**src/rtl/irq_status_bank.sv**
```systemverilog
module irq_status_bank #(
  parameter int AW = 4,
  parameter int DW = 32
) (
  input  logic          clk,
  input  logic          rst_n,
  input  logic          wr_en,
  input  logic [AW-1:0] addr,
  input  logic [DW-1:0] wdata,
  output logic [DW-1:0] rdata,
  input  logic [4:0]    evt,
  output logic          irq_out
);
  localparam int NS = 5;
  localparam logic [AW-1:0] OFS_EN  = AW'(0);
  localparam logic [AW-1:0] OFS_CLR = AW'(4);
  localparam logic [AW-1:0] OFS_SET = AW'(8);
  localparam logic [AW-1:0] OFS_CMD = AW'(12);

  logic [NS-1:0] sts_q, en_q;
  logic [1:0]    cmd_q;
  logic          irq_q;

  wire wr_en_r  = wr_en && (addr == OFS_EN);
  wire wr_clr_r = wr_en && (addr == OFS_CLR);
  wire wr_set_r = wr_en && (addr == OFS_SET);
  wire wr_cmd_r = wr_en && (addr == OFS_CMD);

  wire [NS-1:0] set_v = (wr_set_r ? wdata[NS-1:0] : '0) | evt;
  wire [NS-1:0] clr_v = wr_clr_r ? wdata[NS-1:0] : '0;
  wire [1:0]    cset  = {set_v[2], set_v[1]};
  wire [1:0]    cclr  = wr_cmd_r ? wdata[1:0] : 2'b00;

  always_ff @(posedge clk or negedge rst_n) begin
    if (!rst_n) begin
      sts_q <= '0;
      en_q  <= '0;
      cmd_q <= '0;
      irq_q <= 1'b0;
    end else begin
      sts_q <= (sts_q & ~clr_v) | set_v;
      cmd_q <= (cmd_q & ~cclr) | cset;
      if (wr_en_r) en_q <= wdata[NS-1:0];
      irq_q <= |(sts_q & en_q);
    end
  end

  always_comb begin
    rdata = '0;
    unique case (addr)
      OFS_EN:           rdata[NS-1:0] = en_q;
      OFS_CLR, OFS_SET: rdata[NS-1:0] = sts_q;
      OFS_CMD:          rdata[1:0]    = cmd_q;
      default:          rdata = '0;
    endcase
  end

  assign irq_out = irq_q;
endmodule


```
**config.mk**
```make
export PLATFORM = sky130hd
export DESIGN_NAME = irq_status_bank
export DESIGN_NICKNAME = d
export VERILOG_FILES = /design/src/rtl/irq_status_bank.sv
export SDC_FILE = /design/constraint.sdc
export NUM_CORES = 1
export LEC_CHECK = 0
export ABC_AREA = 1
export CAP_MARGIN = 20
export CORE_MARGIN = 5
export CORE_UTILIZATION = 33
export CTS_CLUSTER_SIZE = 16
export DETAILED_ROUTE_END_ITERATION = 10
export HOLD_SLACK_MARGIN = 0.03
export PLACE_DENSITY = 0.8
export SYNTH_ARGS = -nofsm -noshare
export SYNTH_HDL_FRONTEND = slang
export SYNTH_SLANG_ARGS = --single-unit
export TNS_END_PERCENT = 100
```
**constraint.sdc**
```tcl
create_clock -name clk -period 1.1 [get_ports clk]
set_clock_uncertainty 0.1 [all_clocks]
set_input_delay 0.22 -clock clk [delete_from_list [all_inputs] [get_ports clk]]
set_output_delay 0.22 -clock clk [all_outputs]
set_load 0.005 [all_outputs]
```
-- After elaboration in Yosys (flattened, before gate mapping)
Cells that the tools add are included.
- logic and storage cells: 27
- input port bits: 44
- bits in registers: 13
- equality and inequality tests: 3
- bitwise operators: 8
- reduce and logical (&&, ||, !) cells: 7
- multiplexer cells: 5
- operators with widths (operator ; count):
    5-bit bitwise AND ; 2
    5-bit two-way mux ; 2
    5-bit bitwise OR ; 2
    4-bit equality test, second input constant ; 2
    2-bit one-hot mux with 3 select lines ; 1
    3-bit one-hot mux with 2 select lines ; 1
    5-bit inverter ; 1
    5-bit OR reduction ; 1
    4-bit by 3-bit equality test with 1-bit output, second input constant ; 1
    1-bit logical AND ; 4
    4-bit logical NOT ; 1
    2-bit bitwise AND ; 1
    2-bit two-way mux ; 1
    2-bit inverter ; 1
    2-bit bitwise OR ; 1
    2-bit OR reduction ; 1

-- Longest topological paths before layout
- depth in word-level cells: 6
- gate-level depth with buffers: 6

-- Least setup slack after synthesis
OpenSTA, ideal clock, no wires.
- path kind: input-to-output
- from: in addr[1]
- to: out rdata[0]
- stages: 4
- path slack: 0.028 ns
- arrival time: 0.752 ns
- data required time: 0.780 ns
- path through: nor2_4 buf_6 nand3_1 nand3_1
- longest elaborated chain between the ends: 3
- elaborated cells on any way between the ends: 6
- classes of those cells: eq/ne (3); mux (1); reduce/logical (2)
- ends and longest elaborated chain (element ; line ; text):
    from (decl) ; 8 ; input logic [AW-1:0] addr,
    4-bit by 3-bit equality test with 1-bit output / 4-bit equality test (equally long branches) ; 50 ; unique case (addr)
    2-bit OR reduction ; 50 ;
    2-bit one-hot mux with 3 select lines (*) ; 50 ;
    to (decl) ; 10 ; output logic [DW-1:0] rdata,
Every way passes the cells marked *; elsewhere a longest branch is shown, timed or not.

-- Worst setup path after layout
- from: in addr[1]
- to: out rdata[2]
- longest elaborated chain between the ends: 3
- elaborated cells on any way between the ends: 5
- classes of those cells: eq/ne (2); mux (1); reduce/logical (2)
- ends and longest elaborated chain (element ; line):
    4-bit by 3-bit equality test with 1-bit output / 4-bit equality test (equally long branches) ; 50
    2-bit OR reduction ; 50
    3-bit one-hot mux with 2 select lines (*) ; 50
Marked as above.

==> reports/summary.md <==
The final layout contains 231 nets. The final routed wirelength across all metal layers is 2.42 mm, and the number of vias per cell after detailed routing is 4.28. The run gives 19 as the standard-cell row count. In this run, distinct cell masters in the synthesized netlist total 17. STA puts the critical path data required time at 0.78 ns. After routing the design area is 1400 um^2. The global placer's final weighted congestion was 0.779.

At the worst endpoint, the arrival time is 1.04 ns. For the area inside the core boundary, the log shows 2810 um^2. The first global-routing pass estimated 3.75 mm of wire. Of the post-synthesis cell area, the dominant cell type holds 33.1%. Leaving out fill and tap cells, the most frequent cell in the layout is sky130_fd_sc_hd__nand2_1. For this run, the total global-route usage over all layers was measured as 11.5%. In this run, the combinational gates consume 33.0% of the power. Setup repair after global routing could not meet its margin everywhere.

Biggest area consumer among synthesized cells: sky130_fd_sc_hd__dfrtp_1. The run gives 0 as the aggregate global routing overflow. The fraction of power spent switching nets came out at 31.3%. Compared with the post-synthesis result, the final layout area differs by 42.5%. The die is 64.6 um tall. The number of global-route vias before repair was 867; the count of vias placed by the detailed router was 929. Total setup violations reported at the end of the flow: 10. The logs give 0 for the number of buffers inserted for hold repair after clock tree synthesis and 24.1% for the clock group share of total power. The power density relative to cell area came out at 927 nW/um^2.

Averaged over all synthesized cells, the footprint is 7.34 um^2. The tools report the overall power of the completed layout as 1.30 mW. The setup slack after layout is -0.257 ns.

The critical path capture point type is an output pin. The run gives 0 as the final max-slew violation count. The worst setup path is launched from an input port. After clock tree synthesis, the clock-pin slew on the worst setup and hold paths is 0.09 ns. The worst hold path belongs to the class input port to async pin. For the number of instances in the synthesized netlist, the log shows 134. The die covers 4170 um^2.

In the final layout, the share of cells above drive strength 1 is 32.8%. In this run, placement finished with an instance count of 202. The category of the critical setup timing path is input port to output pin.

The logs give 42.9% for the part of the total power dissipated in sequential elements and 0 for the number of hold violations in the final report. Dividing the final minimum period by the clock period gives 123%. Yosys attributes the largest share of cell area to sky130_fd_sc_hd__dfrtp_1, sky130_fd_sc_hd__buf_4, sky130_fd_sc_hd__nand2_1, sky130_fd_sc_hd__nand4_1, sky130_fd_sc_hd__inv_1.

Before antenna repair, the detailed router went through 4 iterations. For this block, the initial DRC count from the detailed router was 11. The tools report the largest net degree at the start of global routing as 14.

The master cell of the clock root buffer was sky130_fd_sc_hd__clkbuf_4. The logs give 0.28 ns for the insertion delay of the later-clocked pin in the worst-skew pair and 13 for the total clock sinks. The top cell types in the final layout, fill and taps aside, are sky130_fd_sc_hd__nand2_1, sky130_fd_sc_hd__conb_1, sky130_fd_sc_hd__buf_4. The post-route DRC violation count came out at 0.

The internal portion of the total power is 0.892 mW. The total of buffers placed on input and output ports was 22. The average routed wire per standard cell is 11.2 um.

Once the floorplan was initialized, standard cells occupied 35.1% of the core. Once detail routing completed, the nets flagged for antenna violations numbered 0. The checks that failed: negative setup slack. The clock passes through at most 2 buffers.

The register bit total from synthesis came out at 13. TritonCTS built the clock tree. Number of H-tree levels: 1. The run finished, with violations left. Subtracting the final worst setup slack from the clock period gives 1.36 ns. The largest driver fanout on the critical path was 3. The number of antenna diodes in the final layout is 0.

The worst-case IR drop observed on VDD is 0.000454 V. Setup total negative slack on the finished layout was measured at -1.56 ns. Measured along the x axis, the die boundary spans 64.6 um. For this run, the number of standard cells in the final layout without fillers is 217.

Half-perimeter wire length after placement: 1.79 mm. The number of antenna violations at the first check in global routing is 0, and the max capacitance violation total is 0. In this run the count of I/O pins placed on the die edge is 77. The run gives 0.776 nW as the leakage power total. The tools report the part of the Yosys area used for sequential elements as 33.1%. Buffers inserted during clock tree synthesis total 3.

The run gives 1260 um^2 as the post-place instance area. For the power dissipated by switching net loads, the log shows 0.407 mW. The logs give 983 um^2 for the netlist area before placement and 0 for the count of warnings emitted by yosys. For this run, the top clock speed supported by timing is 0.737 GHz.
-- power groups by stage --
stage / combinational (mW) / clock, mW / sequential, mW
3_3_place_gp: 0.365 / 0 / 0.562
2_1_floorplan: 0.224 / 0 / 0.559
6_report: 0.428 / 0.313 / 0.557
3_5_place_dp: 0.371 / 0 / 0.565
5_1_grt: 0.473 / 0.338 / 0.563
4_1_cts: 0.399 / 0.312 / 0.554
-- per-stage QoR --
step | hold WS (ns) | utilization, % | setup slack, ns
after detailed placement | 0.370 | 44.8 | -1.01
after floorplan | -0.176 | - | 0.0285
final | 0.143 | 50.0 | -0.257
after global routing | 0.163 | 50.0 | -0.307
after CTS | 0.153 | 47.9 | -0.263
after global placement | 0.364 | 44.8 | -0.981
-- layout make-up --
type	count	area (um^2)
Clock buffer	4	26.3
Fill cell	278	1400
Inverter	17	63.8
Multi-Input combinational cell	101	505
Sequential cell	13	325
Tap cell	31	38.8
Timing Repair Buffer	51	442
-- cell usage after synthesis --
| cell type | instances |
|---|---|
| sky130_fd_sc_hd__nor2_8 | 1 |
| sky130_fd_sc_hd__nand3_1 | 7 |
| sky130_fd_sc_hd__buf_4 | 27 |
| sky130_fd_sc_hd__nand2_2 | 2 |
| sky130_fd_sc_hd__nor2_2 | 3 |
| sky130_fd_sc_hd__inv_1 | 17 |
| sky130_fd_sc_hd__nand2_1 | 38 |
| sky130_fd_sc_hd__buf_2 | 1 |
| sky130_fd_sc_hd__nand4_1 | 12 |
| sky130_fd_sc_hd__nor2_4 | 1 |
| sky130_fd_sc_hd__dfrtp_1 | 13 |
| sky130_fd_sc_hd__o21ai_0 | 5 |
| sky130_fd_sc_hd__o21ai_1 | 3 |
| sky130_fd_sc_hd__buf_6 | 1 |
| sky130_fd_sc_hd__a21oi_1 | 1 |
| sky130_fd_sc_hd__conb_1 | 1 |
| sky130_fd_sc_hd__nand2_4 | 1 |
-- kinds of logic (layout without fill, tap and decap cells) --
group           count (synthesis)  count (layout)  synth area share [%]
simple gates                   65              65                  33.2
buf+inv                        46              72                  28.8
other cells                     1              27                 0.381
flops                          13              13                  33.1
compound gates                  9               9                  4.58
-- flip-flops by register name (all words and copies together) (netlist names) --
| register | cells |
|---|---|
| sts_q | 5 |
| cmd_q | 2 |
| irq_out | 1 |
| en_q | 5 |
-- final timing paths --
check,depth (start not counted),startpoint,end,slack (ns)
max,9,addr[1],rdata[2],-0.26
min,2,rst_n,en_q[3],0.14
max reg2reg,5,sts_q[2],irq_out,0.07
min reg2reg,2,cmd_q[0],cmd_q[0],0.39
max in group asynchronous,2,rst_n,en_q[0],0.59
min in group clk,6,addr[3],cmd_q[0],0.26
-- per-layer routing --
metal  wire [um]  global-route usage [%]
met5           0                       0
met4          10                    3.17
met3         203                    3.45
met2        1270                    20.1
met1         944                    13.7
-- worst max-delay path: stages --
cell,delay (ns)
sky130_fd_sc_hd__buf_6,0.09
sky130_fd_sc_hd__nor2_4,0.15
sky130_fd_sc_hd__nand2_1,0.08
sky130_fd_sc_hd__nand2_2,0.08
sky130_fd_sc_hd__buf_6,0.10
sky130_fd_sc_hd__buf_6,0.09
sky130_fd_sc_hd__nand2_2,0.03
sky130_fd_sc_hd__o21ai_1,0.06
sky130_fd_sc_hd__buf_2,0.12
-- timing repair --
action / CTS / global route
buffers inserted: 11 / 2
endpoints found under the setup margin: 18 / 16
resized for setup: 51 / 19
pin swaps: 7 / 9
(Power assumes the default switching activity.)
